[config.mk]
export PLATFORM = sky130hd
export DESIGN_NAME = frame_id_matcher
export DESIGN_NICKNAME = d
export VERILOG_FILES = /design/src/rtl/frame_id_pkg.sv /design/src/rtl/fid_shifter.sv /design/src/rtl/fid_compare.sv /design/src/rtl/frame_id_matcher.sv
export SDC_FILE = /design/constraint.sdc
export NUM_CORES = 1
export LEC_CHECK = 0
export BUFFER_PORTS_ARGS = -buffer_cell sky130_fd_sc_hd__buf_4
export CORE_MARGIN = 5
export CORE_UTILIZATION = 30
export DETAILED_ROUTE_END_ITERATION = 6
export GPL_TIMING_DRIVEN = 0
export SETUP_SLACK_MARGIN = 0.5
export SYNTH_ARGS = -nofsm -noshare
export SYNTH_HDL_FRONTEND = slang
export SYNTH_HIERARCHICAL = 1
export SYNTH_SLANG_ARGS = --single-unit
[constraint.sdc]
create_clock -name clk -period 4.8 [get_ports clk]
set_input_delay 0.24 -clock clk [delete_from_list [all_inputs] [get_ports clk]]
set_output_delay 0.24 -clock clk [all_outputs]
set_load 0.1 [all_outputs]
[src/rtl/frame_id_pkg.sv]
package frame_id_pkg;
  typedef enum logic [1:0] {
    ST_IDLE   = 2'd0,
    ST_SEARCH = 2'd1,
    ST_HEADER = 2'd2
  } fid_state_e;
endpackage

[src/rtl/fid_shifter.sv]
module fid_shifter #(
  parameter int ID_MAX = 32,
  localparam int CNT_W = $clog2(ID_MAX + 1)
) (
  input  logic              clk,
  input  logic              rst_n,
  input  logic              clear,
  input  logic              shift_en,
  input  logic              bit_in,
  output logic [ID_MAX-1:0] win_next,
  output logic [CNT_W-1:0]  cnt_next,
  output logic [CNT_W-1:0]  cnt_q
);
  logic [ID_MAX-1:0] win_q;
  logic [ID_MAX-1:0] win_d;
  logic [CNT_W-1:0]  cnt_d;
  logic              reg_en;

  // window and count as they stand once the current bit is taken
  assign win_next = {win_q[ID_MAX-2:0], bit_in};
  assign cnt_next = (cnt_q == CNT_W'(ID_MAX)) ? cnt_q : cnt_q + 1'b1;
  assign reg_en   = clear | shift_en;

  always_comb begin
    win_d = win_q;
    cnt_d = cnt_q;
    if (clear) begin
      win_d = '0;
      cnt_d = '0;
    end else if (shift_en) begin
      win_d = win_next;
      cnt_d = cnt_next;
    end
  end

  always_ff @(posedge clk or negedge rst_n) begin
    if (!rst_n) begin
      win_q <= '0;
      cnt_q <= '0;
    end else if (reg_en) begin
      win_q <= win_d;
      cnt_q <= cnt_d;
    end
  end

  // the count never passes the window width
  assert_cnt_bound_R4: assert property (@(posedge clk) disable iff (!rst_n)
    cnt_q <= CNT_W'(ID_MAX));

  // a cycle without a valid bit leaves the count alone
  assert_hold_idle_bit_R11: assert property (@(posedge clk) disable iff (!rst_n)
    (!clear && !shift_en) |=> $stable(cnt_q));
endmodule

[src/rtl/fid_compare.sv]
module fid_compare #(
  parameter int ID_MAX   = 32,
  parameter int LEN_STEP = 8,
  parameter int LEN_W    = 2,
  localparam int CNT_W   = $clog2(ID_MAX + 1)
) (
  input  logic [ID_MAX-1:0] window,
  input  logic [CNT_W-1:0]  count,
  input  logic [ID_MAX-1:0] id_word,
  input  logic [LEN_W-1:0]  id_len,
  output logic              hit_true,
  output logic              hit_inv
);
  logic [CNT_W-1:0]  len_sel;
  logic [ID_MAX-1:0] mask;
  logic [ID_MAX-1:0] diff_true;
  logic [ID_MAX-1:0] diff_inv;
  logic              full;

  assign len_sel = CNT_W'((int'(id_len) + 1) * LEN_STEP);

  for (genvar gi = 0; gi < ID_MAX; gi++) begin : g_mask
    assign mask[gi] = (CNT_W'(gi) < len_sel);
  end

  assign diff_true = (window ^  id_word) & mask;
  assign diff_inv  = (window ^ ~id_word) & mask;
  assign full      = (count >= len_sel);

  always_comb begin
    hit_true = full && (diff_true == '0);
    // the true polarity takes precedence
    hit_inv  = full && (diff_inv == '0) && !hit_true;
  end
endmodule

[src/rtl/frame_id_matcher.sv]
module frame_id_matcher #(
  parameter int ID_MAX   = 32,
  parameter int LEN_STEP = 8,
  parameter int LEN_W    = 2
) (
  input  logic              clk,
  input  logic              rst_n,
  input  logic              restart,
  input  logic              recov_done,
  input  logic              strobe_mode,
  input  logic              bit_valid,
  input  logic              bit_data,
  input  logic [ID_MAX-1:0] id_word,
  input  logic [LEN_W-1:0]  id_len,
  output logic              id_searching,
  output logic              id_found,
  output logic              id_inverted,
  output logic              hdr_search,
  output logic              stay_awake
);
  import frame_id_pkg::*;

  localparam int CNT_W = $clog2(ID_MAX + 1);

  fid_state_e        state_q, state_d;
  logic              found_q, found_d;
  logic              inv_q, inv_d;
  logic              sh_clear, sh_en;
  logic [ID_MAX-1:0] win_next;
  logic [CNT_W-1:0]  cnt_next, cnt_q;
  logic              hit_true, hit_inv;

  assign sh_clear = restart || (state_q != ST_SEARCH);
  assign sh_en    = (state_q == ST_SEARCH) && bit_valid;

  fid_shifter #(.ID_MAX(ID_MAX)) u_shift (
    .clk      (clk),
    .rst_n    (rst_n),
    .clear    (sh_clear),
    .shift_en (sh_en),
    .bit_in   (bit_data),
    .win_next (win_next),
    .cnt_next (cnt_next),
    .cnt_q    (cnt_q)
  );

  fid_compare #(.ID_MAX(ID_MAX), .LEN_STEP(LEN_STEP), .LEN_W(LEN_W)) u_cmp (
    .window   (win_next),
    .count    (cnt_next),
    .id_word  (id_word),
    .id_len   (id_len),
    .hit_true (hit_true),
    .hit_inv  (hit_inv)
  );

  always_comb begin
    state_d = state_q;
    found_d = 1'b0;
    inv_d   = inv_q;
    if (restart) begin
      state_d = ST_IDLE;
      inv_d   = 1'b0;
    end else begin
      unique case (state_q)
        ST_IDLE:   if (recov_done) state_d = ST_SEARCH;
        ST_SEARCH: begin
          if (bit_valid && (hit_true || hit_inv)) begin
            state_d = ST_HEADER;
            found_d = 1'b1;
            inv_d   = hit_inv;
          end
        end
        ST_HEADER: state_d = ST_HEADER;
        default:   state_d = ST_IDLE;
      endcase
    end
  end

  always_ff @(posedge clk or negedge rst_n) begin
    if (!rst_n) begin
      state_q <= ST_IDLE;
      found_q <= 1'b0;
      inv_q   <= 1'b0;
    end else begin
      state_q <= state_d;
      found_q <= found_d;
      inv_q   <= inv_d;
    end
  end

  assign id_searching = (state_q == ST_SEARCH);
  assign hdr_search   = (state_q == ST_HEADER);
  assign id_found     = found_q;
  assign id_inverted  = inv_q;
  assign stay_awake   = strobe_mode && hdr_search;

  // bits needed for the length field, used by the checks below
  logic [CNT_W-1:0] need_bits;
  assign need_bits = CNT_W'((int'(id_len) + 1) * LEN_STEP);

  assert_found_pulse_R7: assert property (@(posedge clk) disable iff (!rst_n)
    id_found |=> !id_found);

  assert_found_enters_hdr_R7: assert property (@(posedge clk) disable iff (!rst_n)
    (hdr_search && !$past(hdr_search)) |-> id_found);

  assert_no_early_R4: assert property (@(posedge clk) disable iff (!rst_n)
    id_found |-> ($past(bit_valid) && ($past(cnt_next) >= $past(need_bits))));

  assert_idle_quiet_R2: assert property (@(posedge clk) disable iff (!rst_n)
    (!id_searching && !hdr_search) |=> !id_found);

  assert_restart_idle_R9: assert property (@(posedge clk) disable iff (!rst_n)
    restart |=> (!hdr_search && !id_found && !id_searching && !id_inverted));

  assert_inv_hold_R6: assert property (@(posedge clk) disable iff (!rst_n)
    (hdr_search && !id_found) |-> $stable(id_inverted));
endmodule

* Yosys cells after proc, flatten, opt, wreduce, memory -nomap -nowiden
Cells that the tools add are included.
** Word-level totals
- Logic and storage cells :: 85
- Bits in registers :: 41
- Bits of input ports :: 41
** Operators by class
- Equal/unequal tests :: 6
- Bitwise logic cells :: 6
- Add/subtract/negate cells :: 2
- Magnitude comparators :: 33
- Multiplexer cells :: 15
- Reduce and logical (&&, ||, !) cells :: 18
** Operator list (count)
- $lt 5x6->1 const A :: 16
- $and 32x32->32 :: 2
- $logic_not 32->1 :: 2
- $xor 32x32->32 :: 2
- $mux 31 :: 2
- $lt 4x6->1 const A :: 8
- $not 32->32 :: 1
- $lt 3x6->1 const A :: 4
- $mux 6 :: 3
- $lt 1x6->1 const A :: 2
- $lt 2x6->1 const A :: 2
- $add 6x1->6 const B :: 1
- $eq 6x6->1 const B :: 1
- $ge 6x6->1 :: 1
- $logic_and 1x1->1 :: 6
- $mux 1 :: 6
- $mux 2 :: 3
- $pmux 2 s3 :: 1
- $reduce_and 2->1 :: 3
- $reduce_bool 2->1 :: 3
- $add 2x1->3 const B :: 1
- $ne 3x2->1 const B :: 1
- $ne 3x3->1 const B :: 1
- $eq 2x1->1 const B :: 1
- 6 further kinds :: 7

* Logic depth before layout (Yosys ltp)
- Depth after elaboration :: 12
- Mapped depth :: 13

* By module
The synthesis kept the hierarchy.
** By module, submodules not included
- fid_shifter :: sequential area each 925.9 um^2, instances 1, area an instance 1707.9 um^2, cells each 150
- fid_compare :: sequential area each 0.0 um^2, instances 1, area an instance 566.8 um^2, cells each 75
- frame_id_matcher :: sequential area each 100.1 um^2, instances 1, area an instance 290.3 um^2, cells each 28

* Least setup slack after synthesis
No wires, ideal clock.
- Path kind :: reg-to-reg
- Start :: reg u_shift.cnt_q[0]
- End :: reg state_q[0]
- Path buffers :: 1
- Cell stages (with the launch flop) :: 14
- Arrival time :: 2.504 ns
- Library setup time :: 0.137 ns
- Clock period less this slack :: 2.641 ns
- Setup slack :: 2.159 ns
- Path through :: dfrtp_1 > buf_2 > inv_1 > ha_1 > nor3b_2 > nor2b_2 > xnor2_1 > o41ai_1 > a21o_1 > a21oi_1 > nor4_1 > o21a_1 > or3_1 > o311ai_1
** Between the ends
- Longest elaborated chain between the ends :: 10
- Elaborated cells between the ends (all ways) :: 12
- Those cells by class :: add/sub: 1; order compare: 1; eq/ne: 2; mux: 1; reduce/logical: 7
** RTL lines
- from (decl) :: RTL line fid_shifter.sv:12 : output logic [CNT_W-1:0] cnt_q
- from (signal assigned) :: RTL line fid_shifter.sv:42 : cnt_q <= cnt_d;
- $add 6x1->6 or $eq 6x6->1 (tied branches) :: RTL line fid_shifter.sv:21 : assign cnt_next = (cnt_q == CNT_W'(ID_MAX)) ? cnt_q : cnt_q + 1'b1;
- $mux 6 * :: RTL line fid_shifter.sv:21
- net cnt_next[0] :: RTL line frame_id_matcher.sv:30 : logic [CNT_W-1:0] cnt_next, cnt_q;
- $ge 6x6->1 * :: RTL line fid_compare.sv:28 : assign full = (count >= len_sel);
- $logic_and 1x1->1 * :: RTL line fid_compare.sv:31 : hit_true = full && (diff_true == '0);
- net hit_true :: RTL line frame_id_matcher.sv:31 : logic hit_true, hit_inv;
- $logic_not 1->1 :: RTL line fid_compare.sv:33 : hit_inv = full && (diff_inv == '0) && !hit_true;
- $logic_and 1x1->1 :: RTL line fid_compare.sv:33
- $logic_or 1x1->1 * :: RTL line frame_id_matcher.sv:67 : if (bit_valid && (hit_true || hit_inv)) begin
- $logic_and 1x1->1 * :: RTL line frame_id_matcher.sv:67
- $ne 3x2->1 (no source line) *
- $reduce_and 2->1 (no source line) *
- to (signal assigned) :: RTL line frame_id_matcher.sv:85 : state_q <= state_d;
- to (decl) :: RTL line frame_id_matcher.sv:25 : fid_state_e state_q, state_d;
The timed path passes the listed nets; every way through them passes the cells marked *.
A chain may end at the register's enable or synchronous reset.

* Worst setup path after layout
Same ends and word-level chain as after synthesis.

==> flow_summary.json <==
{
  "status": "finished clean",
  "core_area_um2": 8260,
  "clk_pin_slew_ps": 70,
  "die_h_um": 102,
  "tns_ps": 0,
  "critical_path_class": "register to register",
  "synth_area_um2": 2560,
  "startpoint_type": "register",
  "ios": 46,
  "grt_max_degree": 42,
  "start_util_pct": 31.1,
  "multi_input_area_um2": 1420,
  "fillCellCount": 859,
  "wl_um": 5590,
  "synth_edf_count": 0,
  "synth_area_per_cell_um2": 10.1,
  "overflow": 0,
  "viasPerCell": 4.78,
  "antenna_found_initial": 0,
  "dieArea_um2": 10500,
  "maxCapViolations": 0,
  "setup_violations": 0,
  "rsz0062_at_grt": "false",
  "drive_gt1_share_pct": 21.8,
  "final_nets": 360,
  "grt_pass1_wl_um": 9430,
  "crit_path_max_incr_delay_ps": 560,
  "intPower_mw": 0.568,
  "clock_power_share_pct": 24.2,
  "place.gp.congestion": 0.772,
  "worst-path-buf-inv": 2,
  "clk-insertion-delay-late_ps": 290,
  "grt_usage_pct": 11.3,
  "final_util_pct": 37.9,
  "crit_chain": "buf_2, inv_1, ha_1, nor3b_2, nor2b_2, xnor2_1, o41ai_1, a21o_1, a21oi_1, nor4_1, o21a_1, or3_1, o311ai_1",
  "regArea_um2": 1030,
  "cts_tree": "yes",
  "yosysTopAreaCellShare_pct": 40.0,
  "rows": 33,
  "clock_skew_ps": 2.83,
  "dp_hpwl_um": 4310,
  "ys_ff_latch": 41,
  "switching_share_pct": 36.4,
  "relSlewSlack_pct": 60.8,
  "fmax_mhz": 323,
  "p_leak_nw": 1.36,
  "ir_drop_mv": 0.140,
  "io_buffers": 45,
  "cts_setup_buffers": 0,
  "switching_power_mw": 0.325,
  "cts_inserted_buffers": 5,
  "ctsRootBufferMaster": "clkbuf_8",
  "synth_nets": 307,
  "async_flop_share_pct": 100,
  "yosys_warnings": 6,
  "ant_nets": 0,
  "worstSetupEndpointType": "register",
  "holdCritPathClass": "primary input to register",
  "diodes": 0,
  "cts.path.max_buffers": 2,
  "worst_pin_slew_ps": 582,
  "drc": 0,
  "dieWidth_um": 102,
  "hold_viol_final": 0,
  "drt_iter0_markers": 66,
  "crit_slowest_cell": "nor4_1",
  "crit_family": "simple AND/OR/NAND/NOR gates",
  "ys_seq_area_share_pct": 40.0,
  "period_needed_ps": 3100,
  "required_ps": 4960,
  "arrival_ps": 3260,
  "pwr-share-comb_pct": 35.5,
  "synthTopCellsByArea": "dfrtp_1, mux2i_1, xor2_1",
  "cp_max_fo": 8,
  "power.density_nw_per_um2": 285,
  "syn_inst": 253,
  "routedWlPerCell_um": 13.6,
  "seqPwrFrac_pct": 40.3,
  "post-route-period-util_pct": 64.5,
  "first_pass_iters": 5,
  "grt_pass1_vias": 2014,
  "slew_violations": 0,
  "ctsHtreeMaxLevel": 2,
  "yosysUniqueCellTypes": 41,
  "synth_ff_type": "dfrtp_1",
  "via_count": 1969,
  "hold_ws_ps": 155,
  "cts_sinks": 41,
  "syn_to_final_growth_pct": 22.0,
  "yosysTopAreaCell": "dfrtp_1"
}
-- cell families (layout without fill, tap and decap cells) --
group | after synthesis | in the layout | share of synthesized area, %
compound gates | 21 | 21 | 5.66
xor+xnor | 39 | 39 | 13.3
fa+ha+maj | 13 | 13 | 6.34
buf+inv | 23 | 77 | 4.63
flops | 41 | 41 | 40.0
mux | 33 | 33 | 12.9
simple gates | 83 | 83 | 17.2
-- power groups by stage --
stage	sequential [mW]	combinational, mW	clock (mW)
floorplan	0.365	0.235	0
global placement	0.366	0.314	0
detailed placement	0.367	0.319	0
CTS	0.360	0.320	0.231
global route	0.361	0.347	0.236
finish	0.360	0.317	0.216
-- area by class of cell --
cell class	count	area share, %
clock inverter	1	0.240
clock buffer	7	2.44
buffer	12	2.48
tap	105	4.20
timing repair buffer	46	11.1
multi-input combinational	189	45.4
sequential	41	32.8
inverter	11	1.32
-- sequential cells by signal, indices dropped and copies added (netlist names) --
register,cells
u_shift/win_q,31
state_q,2
id_inverted,1
id_found,1
u_shift/cnt_q,6
-- worst reg2reg max path, cell delays in order (launching register included) --
cell and delay, ps:
dfrtp_1 380, buf_2 170, inv_1 110, ha_1 150, nor3b_2 200, nor2b_2 260
xnor2_1 90, o41ai_1 360, a21o_1 160, a21oi_1 90, nor4_1 560, o21a_1 240
or3_1 120, o311ai_1 80
-- metrics by stage --
step                area, um^2  std cells  total power [mW]  setup WS (ps)
floorplan                 2560        253             0.600           2160
global placement          3030        403             0.680           1740
detailed placement        3030        403             0.685           1680
CTS                       3130        412             0.911           1700
global route              3130        412             0.943           1440
finish                    3130        412             0.892           1700
-- routing by layer --
layer	global-route usage (%)	routed length, um	vias up
li1	-	-	979
met1	14.2	2480	957
met2	19.7	2920	27
met3	2.25	133	6
met4	3.03	53	0
met5	0	0	-
-- cell usage after synthesis, types with 4 or more instances --
library cell,count
dfrtp_1,41
ha_1,13
xor2_1,27
nor2_1,41
buf_4,6
a21oi_1,4
nand3_1,6
o21ai_0,4
mux2i_1,33
nand4_1,10
nor4_1,9
xnor2_1,12
inv_1,11
-- timing repair --
item                      CTS  global route
gates resized for setup     0             0
hold endpoints to repair   41             0
hold buffers                1             0
-- path summary, 6_finish.rpt --
path | from | to | slack (ps) | depth (start not counted)
worst max register to register | u_shift/cnt_q[0] | state_q[0] | 1700 | 13
min in group asynchronous | rst_n | state_q[0] | 490 | 2
max in group asynchronous | rst_n | u_shift/win_q[2] | 3940 | 2
worst min-delay path | restart | id_inverted | 160 | 2
worst max-delay path | u_shift/cnt_q[0] | state_q[0] | 1700 | 13
worst min register to register | id_inverted | id_inverted | 550 | 2
-- cell usage in the layout, fill, tap and decap left out, types with 2 or more instances in the layout --
cell type	netlist	routed
or3_1	2	2
nor3_1	2	2
buf_2	2	2
and2_1	2	2
nor3b_2	2	2
nor4_1	9	9
ha_1	13	13
clkbuf_1	2	4
o2111ai_1	2	2
mux2i_1	33	33
nand4_1	10	10
a21oi_1	4	4
dfrtp_1	41	41
xnor2_1	12	12
nand3_1	6	6
clkbuf_8	0	5
xor2_1	27	27
buf_4	6	51
nor2_1	41	41
o21ai_0	4	4
nand2b_1	2	2
inv_1	11	11
No activity file was read; power rests on OpenSTA's default activity.
